**src/rtl/sdcmd_pkg.sv**
```systemverilog
package sdcmd_pkg;

  typedef enum logic [3:0] {
    OP_DSEL = 4'd0,  OP_NOP  = 4'd1,  OP_READ = 4'd2,  OP_WRITE = 4'd3,
    OP_ACT  = 4'd4,  OP_BST  = 4'd5,  OP_PRE  = 4'd6,  OP_PALL  = 4'd7,
    OP_REF  = 4'd8,  OP_LCR  = 4'd9,  OP_MRS  = 4'd10, OP_SRE   = 4'd11,
    OP_SRX  = 4'd12, OP_PDE  = 4'd13, OP_PDX  = 4'd14, OP_RSVD  = 4'd15
  } sd_op_e;

  typedef enum logic [1:0] {
    PM_RUN  = 2'd0,
    PM_SELF = 2'd1,
    PM_PDN  = 2'd2
  } pm_e;

  typedef struct packed {
    logic cke;
    logic cs_n;
    logic ras_n;
    logic cas_n;
    logic we_n;
  } ctl_t;

  // Idle pattern for a mode: deselect, strobes low, cke high only when running.
  function automatic ctl_t ctl_idle(pm_e pm);
    ctl_t c;
    c = '{cke: (pm == PM_RUN), cs_n: 1'b1, ras_n: 1'b0, cas_n: 1'b0, we_n: 1'b0};
    return c;
  endfunction

  // Whether an operation may be issued in the given mode.
  function automatic logic op_legal(sd_op_e op, pm_e pm);
    logic ok;
    unique case (pm)
      PM_SELF: ok = (op == OP_DSEL) || (op == OP_NOP) || (op == OP_SRX);
      PM_PDN:  ok = (op == OP_DSEL) || (op == OP_NOP) || (op == OP_PDX);
      default: ok = (op != OP_SRX) && (op != OP_PDX) && (op != OP_RSVD);
    endcase
    return ok;
  endfunction

  // Mode after an issued operation.
  function automatic pm_e pm_after(sd_op_e op, pm_e pm);
    pm_e n;
    case (op)
      OP_SRE:         n = PM_SELF;
      OP_PDE:         n = PM_PDN;
      OP_SRX, OP_PDX: n = PM_RUN;
      default:        n = pm;
    endcase
    return n;
  endfunction

  // Control pins for an issued operation.
  function automatic ctl_t ctl_of(sd_op_e op, pm_e pm);
    ctl_t c;
    c = ctl_idle(pm);
    case (op)
      OP_NOP:         c = '{cke: (pm == PM_RUN), cs_n: 1'b0, ras_n: 1'b1, cas_n: 1'b1, we_n: 1'b1};
      OP_READ:        c = 5'b10101;
      OP_WRITE:       c = 5'b10100;
      OP_ACT:         c = 5'b10011;
      OP_BST:         c = 5'b10110;
      OP_PRE,
      OP_PALL:        c = 5'b10010;
      OP_REF, OP_LCR: c = 5'b10001;
      OP_MRS:         c = 5'b10000;
      OP_SRE:         c = 5'b00001;
      OP_PDE:         c = 5'b01000;
      OP_SRX, OP_PDX: c = 5'b11000;
      default:        c = ctl_idle(pm);
    endcase
    return c;
  endfunction

endpackage

```
**src/rtl/sdcmd_enable.sv**
```systemverilog
module sdcmd_enable (
  input  logic clk,
  input  logic rst_n,
  input  logic boot_sel,
  input  logic en_set,
  input  logic en_clr,
  output logic en
);
  always_ff @(posedge clk) begin
    if (!rst_n)      en <= boot_sel;
    else if (en_clr) en <= 1'b0;
    else if (en_set) en <= 1'b1;
  end
endmodule

```
**src/rtl/sdcmd_pwr.sv**
```systemverilog
module sdcmd_pwr
  import sdcmd_pkg::*;
(
  input  logic   clk,
  input  logic   rst_n,
  input  logic   issue,
  input  sd_op_e op,
  output pm_e    pm,
  output logic   legal
);
  assign legal = op_legal(op, pm);

  always_ff @(posedge clk) begin
    if (!rst_n)     pm <= PM_RUN;
    else if (issue) pm <= pm_after(op, pm);
  end
endmodule

```
**src/rtl/sdcmd_pins.sv**
```systemverilog
module sdcmd_pins
  import sdcmd_pkg::*;
#(
  parameter int ADDR_W = 12,
  parameter int BANK_W = 2
) (
  input  logic              clk,
  input  logic              rst_n,
  input  logic              issue,
  input  sd_op_e            op,
  input  pm_e               pm,
  input  logic [BANK_W-1:0] bank,
  input  logic [ADDR_W-1:0] addr,
  output ctl_t              ctl,
  output logic [ADDR_W-1:0] a_o,
  output logic [BANK_W-1:0] ba_o
);
  localparam int AP_BIT = 10;
  localparam int COL_W  = AP_BIT;

  // Address lines for an operation.
  function automatic logic [ADDR_W-1:0] addr_of(sd_op_e o, logic [ADDR_W-1:0] v);
    logic [ADDR_W-1:0] r;
    r = '0;
    case (o)
      OP_READ, OP_WRITE: begin r = v; r[AP_BIT] = 1'b0; end
      OP_ACT:            r = v;
      OP_PALL:           r[AP_BIT] = 1'b1;
      OP_LCR, OP_MRS:    r[COL_W-1:0] = v[COL_W-1:0];
      default:           r = '0;
    endcase
    return r;
  endfunction

  // Bank lines for an operation.
  function automatic logic [BANK_W-1:0] bank_of(sd_op_e o, logic [BANK_W-1:0] b);
    logic [BANK_W-1:0] r;
    case (o)
      OP_READ, OP_WRITE, OP_ACT, OP_PRE,
      OP_BST, OP_LCR, OP_MRS: r = b;
      default:                r = '0;
    endcase
    return r;
  endfunction

  always_ff @(posedge clk) begin
    if (!rst_n) begin
      ctl  <= ctl_idle(PM_RUN);
      a_o  <= '0;
      ba_o <= '0;
    end else if (issue) begin
      ctl  <= ctl_of(op, pm);
      a_o  <= addr_of(op, addr);
      ba_o <= bank_of(op, bank);
    end else begin
      ctl  <= ctl_idle(pm);
      a_o  <= '0;
      ba_o <= '0;
    end
  end
endmodule

```
**src/rtl/sdram_cmd_seq.sv**
```systemverilog
module sdram_cmd_seq
  import sdcmd_pkg::*;
#(
  parameter int ADDR_W = 12,
  parameter int BANK_W = 2
) (
  input  logic              clk,
  input  logic              rst_n,
  input  logic              boot_sel,
  input  logic              en_set,
  input  logic              en_clr,
  input  logic              req_valid,
  input  logic [3:0]        req_op,
  input  logic [BANK_W-1:0] req_bank,
  input  logic [ADDR_W-1:0] req_addr,
  output logic              req_ready,
  output logic              sd_cke,
  output logic              sd_cs_n,
  output logic              sd_ras_n,
  output logic              sd_cas_n,
  output logic              sd_we_n,
  output logic [ADDR_W-1:0] sd_addr,
  output logic [BANK_W-1:0] sd_ba,
  output logic              req_err
);
  sd_op_e op;
  pm_e    pm;
  ctl_t   ctl;
  logic   en_q;
  logic   gap_q;
  logic   legal;
  logic   take;
  logic   issue;
  logic   refuse;

  assign op        = sd_op_e'(req_op);
  assign req_ready = en_q && !gap_q;
  assign take      = req_valid && req_ready;
  assign issue     = take && legal;
  assign refuse    = take && !legal;

  sdcmd_enable u_en (
    .clk(clk), .rst_n(rst_n), .boot_sel(boot_sel),
    .en_set(en_set), .en_clr(en_clr), .en(en_q)
  );

  sdcmd_pwr u_pwr (
    .clk(clk), .rst_n(rst_n), .issue(issue), .op(op),
    .pm(pm), .legal(legal)
  );

  sdcmd_pins #(.ADDR_W(ADDR_W), .BANK_W(BANK_W)) u_pins (
    .clk(clk), .rst_n(rst_n), .issue(issue), .op(op), .pm(pm),
    .bank(req_bank), .addr(req_addr),
    .ctl(ctl), .a_o(sd_addr), .ba_o(sd_ba)
  );

  always_ff @(posedge clk) begin
    if (!rst_n) begin
      gap_q   <= 1'b0;
      req_err <= 1'b0;
    end else begin
      gap_q   <= issue;
      req_err <= refuse;
    end
  end

  assign sd_cke   = ctl.cke;
  assign sd_cs_n  = ctl.cs_n;
  assign sd_ras_n = ctl.ras_n;
  assign sd_cas_n = ctl.cas_n;
  assign sd_we_n  = ctl.we_n;
endmodule

```
**config.mk**
```make
export PLATFORM = sky130hd
export DESIGN_NAME = sdram_cmd_seq
export DESIGN_NICKNAME = d
export VERILOG_FILES = /design/src/rtl/sdcmd_pkg.sv /design/src/rtl/sdcmd_enable.sv /design/src/rtl/sdcmd_pwr.sv /design/src/rtl/sdcmd_pins.sv /design/src/rtl/sdram_cmd_seq.sv
export SDC_FILE = /design/constraint.sdc
export NUM_CORES = 1
export LEC_CHECK = 0
export BUFFER_PORTS_ARGS = -buffer_cell sky130_fd_sc_hd__buf_2
export CAP_MARGIN = 20
export CORE_ASPECT_RATIO = 1.4
export CORE_MARGIN = 5
export CORE_UTILIZATION = 28
export CTS_CLUSTER_SIZE = 24
export DETAILED_ROUTE_END_ITERATION = 6
export SYNTH_ARGS = -nofsm -noshare
export SYNTH_HDL_FRONTEND = slang
export SYNTH_HIERARCHICAL = 1
export SYNTH_SLANG_ARGS = --single-unit
```
**constraint.sdc**
```tcl
create_clock -name clk -period 2.4 [get_ports clk]
set_clock_uncertainty 0.05 [all_clocks]
set_input_delay 0.24 -clock clk [delete_from_list [all_inputs] [get_ports clk]]
set_output_delay 0.24 -clock clk [all_outputs]
set_load 0.02 [all_outputs]
```
# Word-level counts from Yosys, hierarchy flattened

Cells that the tools add are included.

Register bits: 24
Input bits: 24
Output and inout port bits: 21
Word-level logic and storage cells: 66

Eq/ne operators: 20
Mux-type cells: 8
Reduce and logical (&&, ||, !) cells: 25

Operator list:

| cell                 | count |
|---|---|
| $pmux W5 S11         | 1 |
| $eq A4 B4 Y1 const B | 7 |
| $eq A4 B3 Y1 const B | 4 |
| $ne A4 B4 Y1 const B | 3 |
| $reduce_and A3 Y1    | 3 |
| $eq A4 B2 Y1 const B | 2 |
| $reduce_or A7 Y1     | 1 |
| $logic_and A1 B1 Y1  | 6 |
| $pmux W2 S3          | 1 |
| $reduce_or A2 Y1     | 3 |
| $mux W5              | 1 |
| $reduce_or A5 Y1     | 1 |
| $eq A4 B1 Y1 const B | 1 |
| $logic_not A4 Y1     | 1 |
| $pmux W1 S2          | 2 |
| $reduce_and A2 Y1    | 2 |
| $logic_or A1 B1 Y1   | 3 |
| $mux W1              | 3 |
| $ne A3 B1 Y1 const B | 1 |
| $reduce_bool A3 Y1   | 1 |
| $reduce_or A3 Y1     | 1 |
| $eq A2 B1 Y1 const B | 1 |
| $eq A2 B2 Y1 const B | 1 |
| $logic_not A1 Y1     | 2 |
| $logic_not A2 Y1     | 1 |

# Logic depth before layout (Yosys ltp)

Gate-level depths: netlist (run 1).

Depth after elaboration: 6
Depth in mapped cells: 10
Gate-level depth less buffers: 9

# Hierarchy

Netlist (run 1), hierarchy kept.

Modules (own cells, without submodules):

| module        | instances | cells an instance | area an instance (µm²) | sequential area each (µm²) |
|---|---|---|---|---|
| sdcmd_pins    | 1         | 69                | 747.0                  | 380.4 |
| sdcmd_pwr     | 1         | 22                | 168.9                  | 40.0 |
| sdram_cmd_seq | 1         | 6                 | 80.1                   | 40.0 |
| sdcmd_enable  | 1         | 4                 | 52.6                   | 30.0 |

# Least setup slack after synthesis (run 1)

OpenSTA, ideal clock, no wires.

Kind: register to register
Start: reg u_pwr.pm[0]
End: reg u_pins.a_o[7]
Setup time: 0.070 ns
Data arrival time: 1.990 ns
Data required time: 2.280 ns
Path slack: 0.289 ns
Cell stages (with the launch flop): 9
Path buffers: 0
Clock period less this slack: 2.111 ns
Path through: dfxtp_1 -> inv_1 -> ha_1 -> nor4bb_1 -> a221o_1 -> and3_2 -> nand2_1 -> a211o_2 -> a21boi_1

Word-level cells in the longest chain between the ends: 4
Elaborated cells on any way between the ends: 5
Classes of those cells: 2 x eq/ne; 1 x mux; 2 x reduce/logical

Ends and longest elaborated chain:

| what                                         | RTL line            | RTL |
|---|---|---|
| start, declared                              | sdcmd_pwr.sv:8      | `output pm_e pm,` |
| start signal, assigned                       | sdcmd_pwr.sv:15     | `else if (issue) pm <= pm_after(op, pm);` |
| $eq A2 B2 Y1 or $eq A2 B1 Y1 (tied branches) | sdcmd_pkg.sv:34     | `unique case (pm)` |
| $pmux W1 S2 (*)                              | sdcmd_pkg.sv:34     |  |
| net legal                                    | sdram_cmd_seq.sv:31 | `logic legal;` |
| $logic_and A1 B1 Y1 (*)                      | sdram_cmd_seq.sv:39 | `assign issue = take && legal;` |
| net issue                                    | sdram_cmd_seq.sv:33 | `logic issue;` |
| $reduce_and A3 Y1 (no line) (*)              | -                   |  |
| end signal, assigned                         | sdcmd_pins.sv:53    | `a_o <= addr_of(op, addr);` |
| end, declared                                | sdcmd_pins.sv:15    | `output logic [ADDR_W-1:0] a_o,` |

Mark *: on every way through the listed nets, which the timed path passes. The rest lies on a longest branch.
A chain may end at the register's enable or synchronous reset.

# Final worst setup path (run 1)

Ends and elaborated chain as after synthesis.

==> summary.txt, run 1 <==
Status
  – Outcome: finished clean

Job
  – Maxcap violations: 0

Detailed routing
  – Via Count: 951
  – Antenna-violating nets left: 0
  – Drt total wl: 2620 µm
  – Residual DRC count: 0
  – Vias/cell: 4.93
  – DR WL/cell: 13.6 µm
  – Initial DRC count: 35
  – DR pass1 iterations: 4

Logic synthesis
  – Synth Flop Type: dfxtp_1
  – Seq/Total Area, Yosys: 46.8%
  – Register bit total from synthesis: 24
  – Post-Syn Instances: 101
  – Post-synth EDFFs: 1
  – Synthesized area: 1050 µm²
  – Synth warnings: 6
  – Syn_nets: 126
  – Asr flop ratio synth: 0%
  – Synthesized area per cell: 10.4 µm²
  – Yosys top cell by area: dfxtp_1
  – Area share of the largest cell type after synthesis: 43.9%
  – Synth cell types: 41
  – Synth area leaders: dfxtp_1 44%, a21boi_2 9.7%, edfxtp_1 2.9%

Global route
  – Initial antenna violation count: 0
  – Total Routing Usage GR: 9.54%
  – Vias in the first global route: 870
  – Grt ovf: 0
  – Largest net degree at the start of global routing: 18
  – First-pass GRT wire length: 3630 µm

Clock tree
  – CTS tree: built
  – Post-CTS Setup Inserts: 0
  – Worst-Skew Late Latency: 0.26 ns
  – H-tree depth: 1
  – Maximum clock path buffer count: 2
  – Root buffer cell: clkbuf_8
  – Worst-path clk slew: 0.09 ns
  – Clk sinks: 24
  – CTS buffer count: 3

Timing
  – Tmin final: 2.35 ns
  – Slew Limit Fails: 0
  – Tcrit/Tclk final: 98.0%
  – Endpoints failing setup: 0
  – Slew @ Worst Pin: 0.305 ns
  – Relative slew slack: 79.4%
  – Final Hold Viols: 0
  – RSZ-0062 raised after global routing: no
  – Highest Clock Rate: 425 MHz
  – Final TNS setup: 0 ns

Setup path
  – Crit path required time: 2.55 ns
  – Critical Path Sink Type: register
  – Startpoint Class: register
  – Worst Path Arrival: 2.50 ns
  – Max FO, Critical Path: 7
  – Crit Path Class: register to register

Power and ir drop
  – Peak supply drop: 0.000366 V
  – LEAKAGE: 0.643 nW
  – Tot Pwr: 0.878 mW
  – Pwr/cell area: 606 nW/µm²

Final layout
  – Ratio of cells with drive above 1 in the final layout: 46.4%
  – Final nets: 177
  – Finished Core Util: 39.8%
  – Commonest non-fill, non-tap cell in the layout: buf_2
  – Area Overhead vs Synth: 38.2%
  – Commonest non-fill, non-tap cells in the layout: 44 x buf_2, 23 x dfxtp_1, 9 x a21boi_2
  – ANT cells: 0

Placement
  – Input/output buffers: 44
  – Dpl hpwl: 1840 µm
  – RePlAce Congestion: 0.674

Floorplanning
  – Die span in y: 82.4 µm
  – Die ar.: 5090 µm²
  – Core area: 3640 µm²
  – # rows: 26
  – I/O pin count: 45
  – Initial core utilization: 28.8%
  – Die Wd: 61.7 µm

Worst hold path
  – HP Class: input port to register
-- power breakdown --
part	internal, mW	leakage [nW]	total, mW	switching [mW]
logic	0.0524	0.411	0.117	0.0650
clock network	0.223	0.0357	0.348	0.125
registers	0.410	0.196	0.413	0.00284
-- sequential cells by signal, summed over array words and instances (netlist names) --
name and cells:
u_en/en 1, req_err 1, u_pins/ba_o 2, gap_q 1, u_pins/ctl 5, u_pins/a_o 12
u_pwr/pm 2
-- path summary, 6_finish.rpt --
check | startpoint | to | slack [ns] | cells past startpoint
max | u_pwr/pm[0] | u_pins/a_o[7] | 0.05 | 8
min reg2reg | u_pwr/pm[1] | u_pwr/pm[1] | 0.52 | 2
max reg2reg | u_pwr/pm[0] | u_pins/a_o[7] | 0.05 | 8
min | req_addr[11] | u_pins/a_o[11] | 0.13 | 3
-- synth_stat cells (all sizes together) (3+ instances only) --
cell	instances
a211oi	3
a21boi	10
a21oi	5
a31oi	4
and4	3
clkbuf	3
dfxtp	23
inv	6
nand2	4
nand2b	3
o21ai	3
-- kinds of logic after synthesis --
| kind of cell | share of synthesized area, % |
|---|---|
| compound gates | 26.3 |
| simple gates | 18.4 |
| flops | 46.8 |
| buf+inv | 4.77 |
| xor+xnor | 1.67 |
| mux | 0.955 |
| fa+ha+maj | 1.19 |
-- through the flow --
step / setup slack (ns) / cell area, µm² / hold WS (ns) / cells
3_3_place_gp: 0.159 / 1330 / 0.411 / 187
5_1_grt: 0.00243 / 1450 / 0.132 / 193
4_1_cts: 0.0548 / 1400 / 0.124 / 191
6_report: 0.0482 / 1450 / 0.131 / 193
2_1_floorplan: 0.289 / 1050 / 0.302 / 101
3_5_place_dp: 0.0113 / 1330 / 0.408 / 187
-- worst max-delay path, stage by stage, from the launching register on --
cell and delay, ns:
dfxtp_1 0.35, inv_1 0.08, ha_1 0.33, nor4bb_1 0.34, a221o_1 0.24, and3_2 0.26
nand2_2 0.13, a211o_4 0.38, a21boi_1 0.14
-- per-layer routing --
layer	track usage, %	vias up	wire (µm)
met2	16.5	32	1440
met5	0	-	0
met1	9.57	437	901
met4	7.01	0	59
met3	2.33	4	225
li1	-	478	-
-- layout make-up --
type	count	area [µm²]
clock inverters	1	30.0
multi-input cells	68	554
fillers	366	2190
clock buffers	3	41.3
flip-flops and latches	24	490
well taps	42	52.6
repair buffers	49	258
inverters	6	22.5
-- timing repair --
action | in CTS | in global routing
pin swaps | 0 | 4
setup endpoints to repair | 4 | 11
hold buffers | 0 | 0
hold endpoints to repair | 0 | 0
cloned | 0 | 2
resized for setup | 1 | 4
Power figures use the tool's default switching activity.
==> run 2: changes to the inputs <==
==> constraint.sdc (replaced) <==
create_clock -name clk -period 3 [get_ports clk]
set_clock_uncertainty 0.05 [all_clocks]
set_input_delay 0.3 -clock clk [delete_from_list [all_inputs] [get_ports clk]]
set_output_delay 0.3 -clock clk [all_outputs]
set_load 0.02 [all_outputs]
==> summary.txt, run 2 (synthesis results as in run 1) <==
Clock tree
  – Worst-path clk slew: 0.08 ns (was 0.09 ns)
  – H-tree depth: 1 (unchanged)
  – Clk sinks: 24 (unchanged)
  – Maximum clock path buffer count: 2 (unchanged)
  – Post-CTS Setup Inserts: 0 (unchanged)
  – CTS-repair resized insts: 0 (was 1)
  – CTS tree: built (unchanged)
  – Root buffer cell: clkbuf_8 (unchanged)
  – CTS buffer count: 3 (unchanged)
  – Worst-Skew Late Latency: 0.27 ns (was 0.26 ns)
  – Post-CTS Hold Buffers: 0 (unchanged)

Timing
  – Hold slack: 0.186 ns (was 0.131 ns)
  – Tmin final: 2.48 ns (was 2.35 ns)
  – RSZ-0062 raised after global routing: no (unchanged)
  – Endpoints failing setup: 0 (unchanged)
  – Final Hold Viols: 0 (unchanged)
  – Slew @ Worst Pin: 0.498 ns (was 0.305 ns)
  – Slew Limit Fails: 0 (unchanged)
  – Highest Clock Rate: 403 MHz (was 425 MHz)
  – Tcrit/Tclk final: 82.6% (was 98.0%)
  – Relative slew slack: 66.8% (was 79.4%)
  – Minimum setup slack in the final design: 0.521 ns (was 0.0482 ns)
  – Final TNS setup: 0 ns (unchanged)

Detailed routing
  – Vias/cell: 4.89 (was 4.93)
  – M1 WL: 827 µm (was 901 µm)
  – Met2 routed WL: 1270 µm (was 1440 µm)
  – Drt total wl: 2350 µm (was 2620 µm)
  – Via Count: 909 (was 951)
  – Antenna-violating nets left: 0 (unchanged)
  – Initial DRC count: 22 (was 35)
  – Wire length on met3: 182 µm (was 225 µm)
  – DR WL/cell: 12.6 µm (was 13.6 µm)
  – Top Metal Used: met4 (unchanged)
  – Residual DRC count: 0 (unchanged)
  – DR pass1 iterations: 4 (unchanged)

Status
  – Outcome: finished clean (unchanged)

Floorplanning
  – Die Wd: 61.7 µm (unchanged)
  – Die ar.: 5090 µm² (unchanged)
  – I/O pin count: 45 (unchanged)
  – Die span in y: 82.4 µm (unchanged)
  – Initial core utilization: 28.8% (unchanged)
  – Core area: 3640 µm² (unchanged)
  – # rows: 26 (unchanged)

Final layout
  – Max reg flops: 12 (unchanged)
  – Ratio of cells with drive above 1 in the final layout: 42.4% (was 46.4%)
  – Final nets: 170 (was 177)
  – Finished Cell Area: 1350 µm² (was 1450 µm²)
  – Commonest non-fill, non-tap cell in the layout: buf_2 (unchanged)
  – ANT cells: 0 (unchanged)
  – Non-Filler Instances: 186 (was 193)
  – Finished Core Util: 37.0% (was 39.8%)
  – Biggest regs: u_pins/a_o x12, u_pins/ctl x5 (unchanged)
  – Register bank with the most flops: u_pins/a_o (unchanged)
  – Commonest non-fill, non-tap cells in the layout: 44 x buf_2, 23 x dfxtp_1, 9 x a21boi_2 (unchanged)
  – FF/Latch Area: 490 µm² (unchanged)
  – # fillers: 376 (was 366)
  – Area Overhead vs Synth: 28.6% (was 38.2%)
  – Multi-input gate area: 508 µm² (was 554 µm²)

Global route
  – Largest net degree at the start of global routing: 23 (was 18)
  – First-pass GRT wire length: 3820 µm (was 3630 µm)
  – Vias in the first global route: 905 (was 870)
  – Grt ovf: 0 (unchanged)
  – Total Routing Usage GR: 10.1% (was 9.54%)
  – Initial antenna violation count: 0 (unchanged)

Setup path
  – Crit path required time: 3.16 ns (was 2.55 ns)
  – Crit Path Class: register to register (unchanged)
  – Critical Path Sink Type: register (unchanged)
  – Startpoint Class: register (unchanged)
  – Worst Path Arrival: 2.63 ns (was 2.50 ns)
  – Max FO, Critical Path: 11 (was 7)

Placement
  – RePlAce Congestion: 0.659 (was 0.674)
  – Placed cells: 182 (was 187)
  – Dpl hpwl: 1790 µm (was 1840 µm)
  – Input/output buffers: 44 (unchanged)
  – Post-DP Area: 1290 µm² (was 1330 µm²)
  – Setup WS pre-CTS: 0.539 ns (was 0.0113 ns)

Power and ir drop
  – Peak supply drop: 0.000347 V (was 0.000366 V)
  – Tot Pwr: 0.632 mW (was 0.878 mW)
  – LEAKAGE: 0.605 nW (was 0.643 nW)
  – Pwr/cell area: 468 nW/µm² (was 606 nW/µm²)

Job
  – Maxcap violations: 0 (unchanged)

Worst hold path
  – HP Class: input port to register (unchanged)
-- run 2: power by group --
group	internal, mW	switching [mW]
logic	0.0364	0.0467
registers	0.328	0.00237
clock network	0.117	0.101
-- run 2: per-layer routing --
layer / GRT usage (%) / vias to the layer above
met3: 1.71 / 4
met4: 7.01 / 0
met1: 9.72 / 413
met5: 0 / -
li1: - / 463
met2: 18.4 / 29
-- run 2: critical path, stage by stage, from the launching register on --
cell	delay, ns
dfxtp_1	0.34
inv_1	0.07
ha_1	0.32
nor4bb_1	0.29
a221o_1	0.21
and3_2	0.25
nand2_1	0.17
a211o_1	0.51
a21boi_2	0.20
-- run 2: layout make-up --
type	count	area share, %
repair buffers	44	16.3
clock buffers	4	4.08
multi-input cells	66	37.7
well taps	42	3.90
inverters	6	1.67
flip-flops and latches	24	36.4
-- run 2: worst paths after layout --
kind / start / endpoint / slack, ns / depth (start not counted)
setup / recovery: u_pwr/pm[0] / u_pins/a_o[5] / 0.52 / 8
hold / removal: req_addr[11] / u_pins/a_o[11] / 0.19 / 3
setup reg to reg: u_pwr/pm[0] / u_pins/a_o[5] / 0.52 / 8
hold reg to reg: u_pwr/pm[1] / u_pwr/pm[1] / 0.52 / 2
